===== src/rtl/retaddr_pkg.sv =====
`timescale 1ns/1ps
package retaddr_pkg;

    typedef enum logic [1:0] {
        OP_IDLE    = 2'd0,
        OP_PUSH    = 2'd1,
        OP_POP     = 2'd2,
        OP_RESTORE = 2'd3
    } ras_op_e;

    // Ring successor of an index for a ring of the given size
    function automatic int ring_next(input int idx, input int size);
        return (idx >= size - 1) ? 0 : idx + 1;
    endfunction

    // Ring predecessor of an index for a ring of the given size
    function automatic int ring_prev(input int idx, input int size);
        return (idx == 0) ? size - 1 : idx - 1;
    endfunction

    function automatic int idx_bits(input int size);
        return (size > 1) ? $clog2(size) : 1;
    endfunction

endpackage


===== src/rtl/retaddr_cmd_arb.sv =====
`timescale 1ns/1ps
module retaddr_cmd_arb
    import retaddr_pkg::*;
(
    input  logic    push_i,
    input  logic    pop_i,
    input  logic    restore_i,
    output ras_op_e op_o
);
    // Fixed priority: restore, then push, then pop
    always_comb begin
        if (restore_i)   op_o = OP_RESTORE;
        else if (push_i) op_o = OP_PUSH;
        else if (pop_i)  op_o = OP_POP;
        else             op_o = OP_IDLE;
    end
endmodule


===== src/rtl/retaddr_ptr.sv =====
`timescale 1ns/1ps
module retaddr_ptr
    import retaddr_pkg::*;
#(
    parameter int DEPTH = 16,
    parameter int IDX_W = 4,
    parameter int CNT_W = 5
) (
    input  logic             clk,
    input  logic             rst,
    input  ras_op_e          op_i,
    input  logic [IDX_W-1:0] restore_idx_i,
    output logic [IDX_W-1:0] tos_o,
    output logic             wr_en_o,
    output logic [IDX_W-1:0] wr_idx_o,
    output logic             empty_o,
    output logic             full_o
);
    localparam logic [CNT_W-1:0] CNT_MAX = CNT_W'(DEPTH);

    logic [IDX_W-1:0] tos_q, tos_d, tos_up, tos_dn;
    logic [CNT_W-1:0] cnt_q, cnt_d;

    assign tos_up = IDX_W'(ring_next(32'(tos_q), DEPTH));
    assign tos_dn = IDX_W'(ring_prev(32'(tos_q), DEPTH));

    always_comb begin
        tos_d    = tos_q;
        cnt_d    = cnt_q;
        wr_en_o  = 1'b0;
        wr_idx_o = tos_up;
        unique case (op_i)
            OP_RESTORE: begin
                tos_d    = restore_idx_i;
                wr_en_o  = 1'b1;
                wr_idx_o = restore_idx_i;
            end
            OP_PUSH: begin
                tos_d    = tos_up;
                wr_en_o  = 1'b1;
                wr_idx_o = tos_up;
                if (cnt_q != CNT_MAX) cnt_d = cnt_q + 1'b1;
            end
            OP_POP: begin
                tos_d = tos_dn;
                if (cnt_q != '0) cnt_d = cnt_q - 1'b1;
            end
            default: ;
        endcase
    end

    always_ff @(posedge clk) begin
        if (rst) begin
            tos_q <= '0;
            cnt_q <= '0;
        end else begin
            tos_q <= tos_d;
            cnt_q <= cnt_d;
        end
    end

    assign tos_o   = tos_q;
    assign empty_o = (cnt_q == '0);
    assign full_o  = (cnt_q == CNT_MAX);
endmodule


===== src/rtl/retaddr_store.sv =====
`timescale 1ns/1ps
module retaddr_store #(
    parameter int DEPTH  = 16,
    parameter int ADDR_W = 32,
    parameter int IDX_W  = 4
) (
    input  logic              clk,
    input  logic              rst,
    input  logic              wr_en_i,
    input  logic [IDX_W-1:0]  wr_idx_i,
    input  logic [ADDR_W-1:0] wr_data_i,
    input  logic [IDX_W-1:0]  rd_idx_i,
    output logic [ADDR_W-1:0] rd_data_o
);
    logic [ADDR_W-1:0] slot_q [DEPTH];

    for (genvar g = 0; g < DEPTH; g++) begin : g_slot
        always_ff @(posedge clk) begin
            if (rst)
                slot_q[g] <= '0;
            else if (wr_en_i && (wr_idx_i == IDX_W'(g)))
                slot_q[g] <= wr_data_i;
        end
    end

    assign rd_data_o = slot_q[rd_idx_i];
endmodule


===== src/rtl/retaddr_stack.sv =====
`timescale 1ns/1ps
module retaddr_stack
    import retaddr_pkg::*;
#(
    parameter int DEPTH  = 16,
    parameter int ADDR_W = 32,
    localparam int IDX_W = idx_bits(DEPTH)
) (
    input  logic              clk,
    input  logic              rst,
    input  logic              push_i,
    input  logic [ADDR_W-1:0] push_addr_i,
    input  logic              pop_i,
    input  logic              restore_i,
    input  logic [IDX_W-1:0]  restore_idx_i,
    input  logic [ADDR_W-1:0] restore_addr_i,
    output logic [ADDR_W-1:0] top_addr_o,
    output logic [IDX_W-1:0]  top_idx_o,
    output logic              empty_o,
    output logic              full_o
);
    localparam int CNT_W = $clog2(DEPTH + 1);

    ras_op_e           op;
    logic              wr_en;
    logic [IDX_W-1:0]  wr_idx;
    logic [ADDR_W-1:0] wr_data;

    retaddr_cmd_arb u_arb (
        .push_i    (push_i),
        .pop_i     (pop_i),
        .restore_i (restore_i),
        .op_o      (op)
    );

    retaddr_ptr #(.DEPTH(DEPTH), .IDX_W(IDX_W), .CNT_W(CNT_W)) u_ptr (
        .clk           (clk),
        .rst           (rst),
        .op_i          (op),
        .restore_idx_i (restore_idx_i),
        .tos_o         (top_idx_o),
        .wr_en_o       (wr_en),
        .wr_idx_o      (wr_idx),
        .empty_o       (empty_o),
        .full_o        (full_o)
    );

    assign wr_data = (op == OP_RESTORE) ? restore_addr_i : push_addr_i;

    retaddr_store #(.DEPTH(DEPTH), .ADDR_W(ADDR_W), .IDX_W(IDX_W)) u_store (
        .clk       (clk),
        .rst       (rst),
        .wr_en_i   (wr_en),
        .wr_idx_i  (wr_idx),
        .wr_data_i (wr_data),
        .rd_idx_i  (top_idx_o),
        .rd_data_o (top_addr_o)
    );
endmodule


===== config.mk =====
export PLATFORM = sky130hd
export DESIGN_NAME = retaddr_stack
export DESIGN_NICKNAME = d
export VERILOG_FILES = /design/src/rtl/retaddr_pkg.sv /design/src/rtl/retaddr_cmd_arb.sv /design/src/rtl/retaddr_ptr.sv /design/src/rtl/retaddr_store.sv /design/src/rtl/retaddr_stack.sv
export SDC_FILE = /design/constraint.sdc
export NUM_CORES = 1
export LEC_CHECK = 0
export CAP_MARGIN = 30
export CELL_PAD_IN_SITES_DETAIL_PLACEMENT = 1
export CELL_PAD_IN_SITES_GLOBAL_PLACEMENT = 2
export CORE_MARGIN = 1.5
export CORE_UTILIZATION = 25
export CTS_CLUSTER_DIAMETER = 50
export DETAILED_ROUTE_END_ITERATION = 8
export PLACE_DENSITY = 0.59
export SETUP_SLACK_MARGIN = 0.15
export SLEW_MARGIN = 20
export SYNTH_ARGS = -nofsm -noshare
export SYNTH_HDL_FRONTEND = slang
export SYNTH_SLANG_ARGS = --single-unit

===== constraint.sdc =====
create_clock -name clk -period 3.26 [get_ports clk]
set_input_delay 0.489 -clock clk [delete_from_list [all_inputs] [get_ports clk]]
set_output_delay 0.489 -clock clk [all_outputs]
set_load 0.01 [all_outputs]

Yosys cells after proc, flatten, opt, wreduce, memory -nomap -nowiden
Memories as Yosys holds them, arrays and structs flattened. A register that Yosys moved wholly into a read port is not among the register bits.
Cells that the tools add are included.
{"block": "totals", "regBits": 9, "mem_bits_rw": 512, "output_inout_bits": 38, "input_bits": 73, "wordCells": 150, "mem_count": 1}
{"name": "u_store.slot_q", "words": 16, "word_bits": 32, "read_ports": 1, "rd_ports_with_merged_regs": 1, "wr": 16, "line_no": "retaddr_store.sv:15", "source": "logic [ADDR_W-1:0] slot_q [DEPTH];"}
{"block": "classes", "n_eq_ne": 22, "mux": 80, "n_lt_le_gt_ge": 1, "addsub": 4, "bitwise": 16, "reduce_logical": 24}
{"cell": "2-to-1 mux 32 bit", "count": 17}
{"cell": "2-to-1 mux 1 bit", "count": 51}
{"cell": "== test 4 bit (second input constant)", "count": 8}
{"cell": "2-to-1 mux 4 bit", "count": 5}
{"cell": "== test 4 x 3 -> 1 bit (second input constant)", "count": 4}
{"cell": "logical AND 1 bit", "count": 16}
{"cell": "OR 1 bit", "count": 16}
{"cell": "case mux 4 bit (3 select lines)", "count": 1}
{"cell": "2-to-1 mux 5 bit", "count": 2}
{"cell": "case mux 5 bit (2 select lines)", "count": 1}
{"cell": "== test 4 x 2 -> 1 bit (second input constant)", "count": 2}
{"cell": "zero test 4 bit", "count": 2}
{"cell": "2-to-1 mux 2 bit", "count": 3}
{"cell": "adder 5 x 1 -> 5 bit (second input constant)", "count": 1}
{"cell": "== test 5 bit (second input constant)", "count": 1}
{"cell": "zero test 5 bit", "count": 1}
{"cell": "inequality test 5 bit (second input constant)", "count": 1}
{"cell": "nonzero test 5 bit", "count": 1}
{"cell": "subtractor 5 x 1 -> 5 bit (second input constant)", "count": 1}
{"cell": "adder 4 x 1 -> 4 bit (second input constant)", "count": 1}
{"cell": "== test 2 bit (second input constant)", "count": 2}
{"cell": "== test 4 x 1 -> 1 bit (second input constant)", "count": 1}
{"cell": ">= comparator 4 bit (second input constant)", "count": 1}
{"cell": "inequality test 2 x 1 -> 1 bit (second input constant)", "count": 2}
{"cell": "other kinds (6)", "count": 6}

Depth between registers and ports, before layout
Gate-level depths: netlist (run 1).
{"block": "logic_depth", "word_depth": 11, "depth_mapped": 9, "ltp_nobuf": 7}

Hierarchy
From an unflattened synthesis (run 1), not the netlist that was laid out.
{"block": "hier_totals", "hier_cells": 1566, "hier_area_um2": 24310.8}
{"module": "retaddr_store", "seq_area_each_um2": 15374.7, "area_each_um2": 22909.5, "cells_each": 1425, "instances": 1}
{"module": "retaddr_ptr", "seq_area_each_um2": 180.2, "area_each_um2": 839.6, "cells_each": 102, "instances": 1}
{"module": "retaddr_stack", "seq_area_each_um2": 0.0, "area_each_um2": 544.3, "cells_each": 36, "instances": 1}
{"module": "retaddr_cmd_arb", "seq_area_each_um2": 0.0, "area_each_um2": 17.5, "cells_each": 3, "instances": 1}

Least setup slack after synthesis (run 1)
Ideal clock, no wire load.
{"block": "synth_timing", "kind": "register to register", "from": "reg u_ptr.tos_q[0], in the netlist u_ptr.tos_o[0]", "to": "mem u_store.slot_q[10][0] (enable)", "stages_incl_launch_ff": 7, "path_buffers": 2, "path_slack_ns": 0.525, "required_ns": 2.883, "setup_ns": 0.377, "arrival_time_ns": 2.358, "cell_sequence": "dfxtp_1 > ha_1 > clkbuf_1 > a311oi_2 > nor2_1 > clkbuf_1 > a31o_2"}
{"element": "start: declaration", "line_no": "retaddr_ptr.sv:21", "source": "logic [IDX_W-1:0] tos_q, tos_d, tos_up, tos_dn;"}
{"element": "start signal: assignment", "line_no": "retaddr_ptr.sv:57", "source": "tos_q <= tos_d;"}
{"element": "end: declaration", "line_no": "retaddr_store.sv:15"}

==> results of run 1 <==
[flip-flops by register name (all words and copies together) (netlist names), named ones only]
signal and cells:
u_ptr.cnt_q 5, u_store.slot_q 512, u_ptr.tos_o 4
[power groups by stage]
stage | Sequential, W | Clock [W] | Combinational, W
finish | 0.00790 | 0.00729 | 0.00218
global route | 0.00793 | 0.00767 | 0.00232
CTS | 0.00790 | 0.00743 | 0.00219
detailed placement | 0.00804 | 0 | 0.00207
global placement | 0.00801 | 0 | 0.00205
floorplan | 0.00797 | 0 | 0.00110
[cells in the final DEF (no fill, tap or decap), types with 8 or more instances in the layout]
master / n
clkbuf_1: 9
clkdlybuf4s50_1: 77
o211ai_1: 9
clkbuf_16: 74
mux4_2: 160
nor3_1: 130
a21oi_1: 15
edfxtp_1: 512
inv_6: 8
mux2i_1: 33
buf_4: 65
nand4_1: 10
clkinv_1: 13
nand2_1: 11
buf_12: 33
dfxtp_1: 9
nor2_1: 395
buf_16: 15
a31o_2: 17
buf_6: 23
[cell usage after synthesis, types with 4 or more instances]
| library cell | n |
|---|---|
| edfxtp_1 | 512 |
| clkbuf_1 | 99 |
| inv_1 | 6 |
| buf_2 | 43 |
| a31o_2 | 17 |
| mux4_2 | 160 |
| mux2i_1 | 33 |
| nand2_1 | 11 |
| ha_1 | 4 |
| o211ai_1 | 9 |
| dfxtp_1 | 13 |
| nand3b_1 | 4 |
| nor2_1 | 396 |
| nand4_1 | 10 |
| nor3_1 | 130 |
| a21oi_1 | 15 |
[final cells by class]
class / instances / area [um^2]
Multi-Input combinational cell: 838 / 6980
Clock buffer: 82 / 1860
Fill cell: 9498 / 62700
Inverter: 6 / 22.5
Sequential cell: 525 / 15600
Clock inverter: 39 / 313
Tap cell: 1243 / 1560
Timing Repair Buffer: 226 / 2710
[worst max-delay path, stage by stage (launching register included)]
cell and delay (ns):
dfxtp_4 0.40, buf_12 0.16, buf_12 0.13, buf_16 0.14, mux4_2 0.50, mux4_2 0.54, buf_6 0.15
[stage by stage]
step	instance area [um^2]	util	power [W]	std cells
final	29100	0.317	0.0174	2959
after global routing	29100	0.317	0.0179	2959
after floorplan	23200	-	0.00908	1513
after global placement	26300	0.287	0.0101	2813
after CTS	29000	0.316	0.0175	2956
after detailed placement	26300	0.287	0.0101	2813
[kinds of logic (layout without fill, tap and decap cells)]
logic type                 Yosys count  count (layout)  synth area share
AOI/OAI and AO/OA                   68              68            0.0232
and+or+nand+nor                    568             568             0.103
muxes                              195             195             0.170
buffers and inverters              150             353            0.0267
adders and majority gates            4               4           0.00216
DFF                                525             525             0.673
xor gates and xnor gates             3               3           0.00113
[layer usage]
metal | global-route usage | wire length (um) | share of wire | vias to the layer above
li1 | - | - | - | 6123
met1 | 0.211 | 32200 | 0.40 | 7702
met2 | 0.303 | 41300 | 0.52 | 492
met3 | 0.0268 | 4580 | 0.057 | 130
met4 | 0.0503 | 1920 | 0.024 | 0
met5 | 0 | 0 | 0 | -
[repair_timing]
item                                    CTS  global route
pin swaps                                 0             0
cloned                                   12             1
buffers inserted                         10             2
resized for setup                       153            21
endpoints found under the setup margin   32            50
[worst paths after layout]
path	startpoint	end	slack (ns)	cells after the start
max reg2reg	u_ptr.tos_o[0]	u_store.slot_q[0][15]	0.29	7
max	register	top_addr_o[29]	0.13	6
min	restore_i	register	0.38	3
min reg2reg	u_ptr.cnt_q[0]	u_ptr.cnt_q[0]	0.55	2
==> metrics.md, run 1 <==
| Metric | Value |
|---|---|
| Status | `finished clean` |
| Clock Skew | `0.0109 ns` |
| Per-cell routed wire length | `27.0 um` |
| Ports | `111` |
| Drt first pass iters | `5` |
| Tmin final | `3.13 ns` |
| Yosys cell types | `53` |
| CP Capture Type | `primary output` |
| Die area | `94,700 um^2` |
| Reg power frac | `0.455` |
| Routed via count | `14,400` |
| Final setup vio count | `0` |
| Power per cell area | `597 nW/um^2` |
| Hold_buf cts | `0` |
| Largest net degree at the start of global routing | `71` |
| DR vias/cell | `4.88` |
| Max Cap Viol | `0` |
| Clock transition at the registers of the reported paths | `0.06 ns` |
| Peak supply drop | `283 uV` |
| Routability Congestion | `0.707` |
| Starting density of the core | `0.253` |
| Worst skew pair latency | `0.60 ns` |
| Final slew viol count | `0` |
| Post-DP HPWL | `40,000 um` |
| FMAX | `0.320 GHz` |
| Die height | `308 um` |
| Port buffer count | `110` |
| Hold Slack | `0.384 ns` |
| Post-route antenna net violation count | `0` |
| Post-synth ARST share | `0` |
| Hold WC Path Type | `in -> reg` |
| Post-route worst setup slack | `0.135 ns` |
| Syn nets | `1,590` |
| Cell type with the largest total area after synthesis | `edfxtp_1` |
| Psw | `0.00430 W` |
| Slew @ Worst Pin | `0.865 ns` |
| First-pass GRT wire length | `114,000 um` |
| Nets | `1,742` |
| Sequential share of the synthesized area | `0.673` |
| CTS Buf Count | `68` |
| GRT overflow | `0` |
| CP Class | `reg -> out` |
| 1st-iter DRT viols | `1,282` |
| Post-synth EDFFs | `512` |
| Critical path arrival | `2.64 ns` |
| Routed WL | `80,000 um` |
| Core box area | `91,800 um^2` |
| Cell row count | `111` |
| GRT Util Overall | `0.170` |
| Initial antenna violation count | `2` |
| # H-tree levels | `3` |
| Mapped Area | `23,200 um^2` |
| Crit path required time | `2.77 ns` |
| Top_reg_cell synth | `edfxtp_1` |
| RSZ-0062 raised after global routing | `true` |
| Residual DRC count | `0` |
| Clock Power Share | `0.420` |
| Internal | `0.0131 W` |
| Sink Count | `525` |
| Ys Warns | `0` |
| Layout area overhead | `25.3%` |
| Fraction of synthesized cell area taken by the top area cell type | `0.662` |
| Combinational Power Share | `0.126` |
| Clk buf depth | `3` |
| Vias in the first global route | `15,600` |
| CTS tree | `yes` |
| Fin Setup TNS | `0 ns` |
| Switching share of power | `0.248` |
| Pleak | `10.2 nW` |
| Die width | `308 um` |
| Fraction of layout cells with a size suffix above 1 | `0.256` |
| Top cells by area, synth | `edfxtp_1, mux4_2, nor2_1` |
| Final Hold Viols | `0` |
| Fin crit share | `0.959` |
| Instance count of the mapped netlist | `1,513` |
| Flops & latches, synth | `525` |
| # diodes | `0` |
| Setup WS pre-CTS | `0.321 ns` |
| Critical Path Start Type | `register` |
| Max-slew headroom | `0.420` |
| CTS root buffer | `clkbuf_16` |
| Syn_area_per_cell | `15.3 um^2` |
| CP max FO | `5` |
Power figures use the tool's default switching activity.
==> run 2: changes to the inputs <==
PLACE_DENSITY = default   (was 0.59)
PLACE_DENSITY_LB_ADDON = 0.15   (was default)
==> metrics.md, run 2 (same netlist as run 1, synthesis figures left out) <==
| Metric | Value |
|---|---|
| Die width | `308 um (unchanged)` |
| Worst hold start | `restore_i (unchanged)` |
| First-pass GRT wire length | `120,000 um (was 114,000 um)` |
| Critical path arrival | `2.73 ns (was 2.64 ns)` |
| CTS root buffer | `clkbuf_16 (unchanged)` |
| # fillers | `9,442 (was 9,498)` |
| Layout area overhead | `30.4% (was 25.3%)` |
| Status | `finished clean (unchanged)` |
| Power per cell area | `638 nW/um^2 (was 597 nW/um^2)` |
| Die height | `308 um (unchanged)` |
| GRT overflow | `0 (unchanged)` |
| Most frequent cells in the layout | `edfxtp_1, nor2_1, mux4_2 (unchanged)` |
| # diodes | `0 (unchanged)` |
| Residual DRC count | `0 (unchanged)` |
| Ports | `111 (unchanged)` |
| Clock transition at the registers of the reported paths | `0.05 ns (was 0.06 ns)` |
| Initial antenna violation count | `0 (was 2)` |
| Dpl cell area | `26,500 um^2 (was 26,300 um^2)` |
| 1st-iter DRT viols | `1,067 (was 1,282)` |
| Fraction of layout cells with a size suffix above 1 | `0.298 (was 0.256)` |
| Largest Register | `u_store.slot_q (unchanged)` |
| Clock Skew | `0.0266 ns (was 0.0109 ns)` |
| Worst R2R Setup Slack | `0.37 ns (was 0.29 ns)` |
| Crit path required time | `2.77 ns (about the same)` |
| Final slew viol count | `0 (unchanged)` |
| Max-slew headroom | `0.460 (was 0.420)` |
| Fin crit share | `0.987 (was 0.959)` |
| GRT Util Overall | `0.180 (was 0.170)` |
| Hold WC Path Type | `in -> reg (unchanged)` |
| Port buffer count | `110 (unchanged)` |
| Final Hold Viols | `0 (unchanged)` |
| Routed via count | `14,700 (was 14,400)` |
| Pleak | `10.7 nW (was 10.2 nW)` |
| CP max FO | `8 (was 5)` |
| Peak supply drop | `333 uV (was 283 uV)` |
| Sequential Area | `15,600 um^2 (about the same)` |
| Multi-input gate area | `6970 um^2 (was 6980 um^2)` |
| RR Endpoint | `u_store.slot_q[12][31] (was u_store.slot_q[0][15])` |
| CP Class | `reg -> out (unchanged)` |
| Largest net degree at the start of global routing | `57 (was 71)` |
| Hold Slack | `0.340 ns (was 0.384 ns)` |
| Most common cell after layout, fill and taps aside | `edfxtp_1 (unchanged)` |
| CTS Buf Count | `82 (was 68)` |
| Hold_buf cts | `0 (unchanged)` |
| Cells on worst reg2reg path | `7 (unchanged)` |
| Per-cell routed wire length | `27.9 um (was 27.0 um)` |
| Sink Count | `525 (unchanged)` |
| Cells on Worst Hold Path | `3 (unchanged)` |
| Vias in the first global route | `15,600 (about the same)` |
| Starting density of the core | `0.253 (unchanged)` |
| Cell row count | `111 (unchanged)` |
| Final setup vio count | `0 (unchanged)` |
| CP Capture Type | `primary output (unchanged)` |
| Core box area | `91,800 um^2 (unchanged)` |
| Post-route antenna net violation count | `0 (unchanged)` |
| Drt first pass iters | `5 (unchanged)` |
| FMAX | `0.311 GHz (was 0.320 GHz)` |
| Worst skew pair latency | `0.63 ns (was 0.60 ns)` |
| Setup WS pre-CTS | `0.230 ns (was 0.321 ns)` |
| Post-route worst setup slack | `0.0420 ns (was 0.135 ns)` |
| Max FFs per register | `512 (unchanged)` |
| Routed WL | `84,700 um (was 80,000 um)` |
| Max Cap Viol | `0 (unchanged)` |
| Die area | `94,700 um^2 (unchanged)` |
| DR vias/cell | `4.83 (was 4.88)` |
| Worst r2r src | `u_ptr.tos_o[1] (was u_ptr.tos_o[0])` |
| # H-tree levels | `3 (unchanged)` |
| Tmin final | `3.22 ns (was 3.13 ns)` |
| Post-route cell area | `30,300 um^2 (was 29,100 um^2)` |
| Clk buf depth | `3 (unchanged)` |
| CTS tree | `yes (unchanged)` |
| Critical Path Start Type | `register (unchanged)` |
| Post-DP HPWL | `45,800 um (was 40,000 um)` |
| Slew @ Worst Pin | `0.810 ns (was 0.865 ns)` |
| RSZ-0062 raised after global routing | `true (unchanged)` |
| Nets | `1,808 (was 1,742)` |
| Routability Congestion | `0.703 (was 0.707)` |
==> run 2: worst max-delay path, cell delays in order, from the launching register on <==
cell	delay, ns
dfxtp_4	0.35
buf_12	0.14
buf_16	0.15
buf_16	0.15
buf_8	0.12
mux4_2	0.51
mux4_2	0.53
buf_6	0.15
==> run 2: layer usage <==
metal	global-route usage	up-vias	wire length, um
met1	0.238	7929	36600
li1	-	6273	-
met4	0.0477	0	1870
met3	0.0259	109	3800
met2	0.308	387	42500
met5	0	-	0
==> run 2: timing repair <==
| item | CTS | global route |
|---|---|---|
| gates resized for setup | 179 | 8 |
| cloned | 10 | 2 |
| buffers inserted | 28 | 10 |
| setup endpoints to repair | 32 | 81 |
==> run 2: area by class of cell <==
cell class              count  share of cell area
inverters                   6            0.000744
clock buffers              92              0.0704
flip-flops and latches    525               0.517
clock inverters            59              0.0239
well taps                1243              0.0514
repair buffers            278               0.106
multi-input cells         838               0.230
==> run 2: worst max path at each step <==
| stage | from | to | slack [ns] |
|---|---|---|---|
| finish | register | top_addr_o[23] | 0.04 |
| global route | register | top_addr_o[1] | -0.04 |
| CTS | register | top_addr_o[1] | -0.03 |
| detailed placement | u_ptr.tos_o[0] | u_store.slot_q[12][23] | 0.23 |
| global placement | u_ptr.tos_o[0] | u_store.slot_q[12][6] | 0.22 |
| floorplan | u_ptr.tos_o[0] | u_store.slot_q[10][0] | 0.52 |
==> run 2: stage by stage <==
stage / utilization / setup TNS (ns) / instances / power [W]
4_1_cts: 0.328 / -0.155 / 3029 / 0.0195
2_1_floorplan: - / 0 / 1513 / 0.00908
3_5_place_dp: 0.289 / 0 / 2840 / 0.0102
6_report: 0.330 / 0 / 3041 / 0.0193
3_3_place_gp: 0.289 / 0 / 2840 / 0.0102
5_1_grt: 0.330 / -0.179 / 3041 / 0.0199
==> run 2: report_power, final <==
part           switching [W]  internal, W
Clock                0.00345      0.00566
Combinational        0.00126      0.00104
Sequential          0.000121      0.00778
Total                0.00483       0.0145
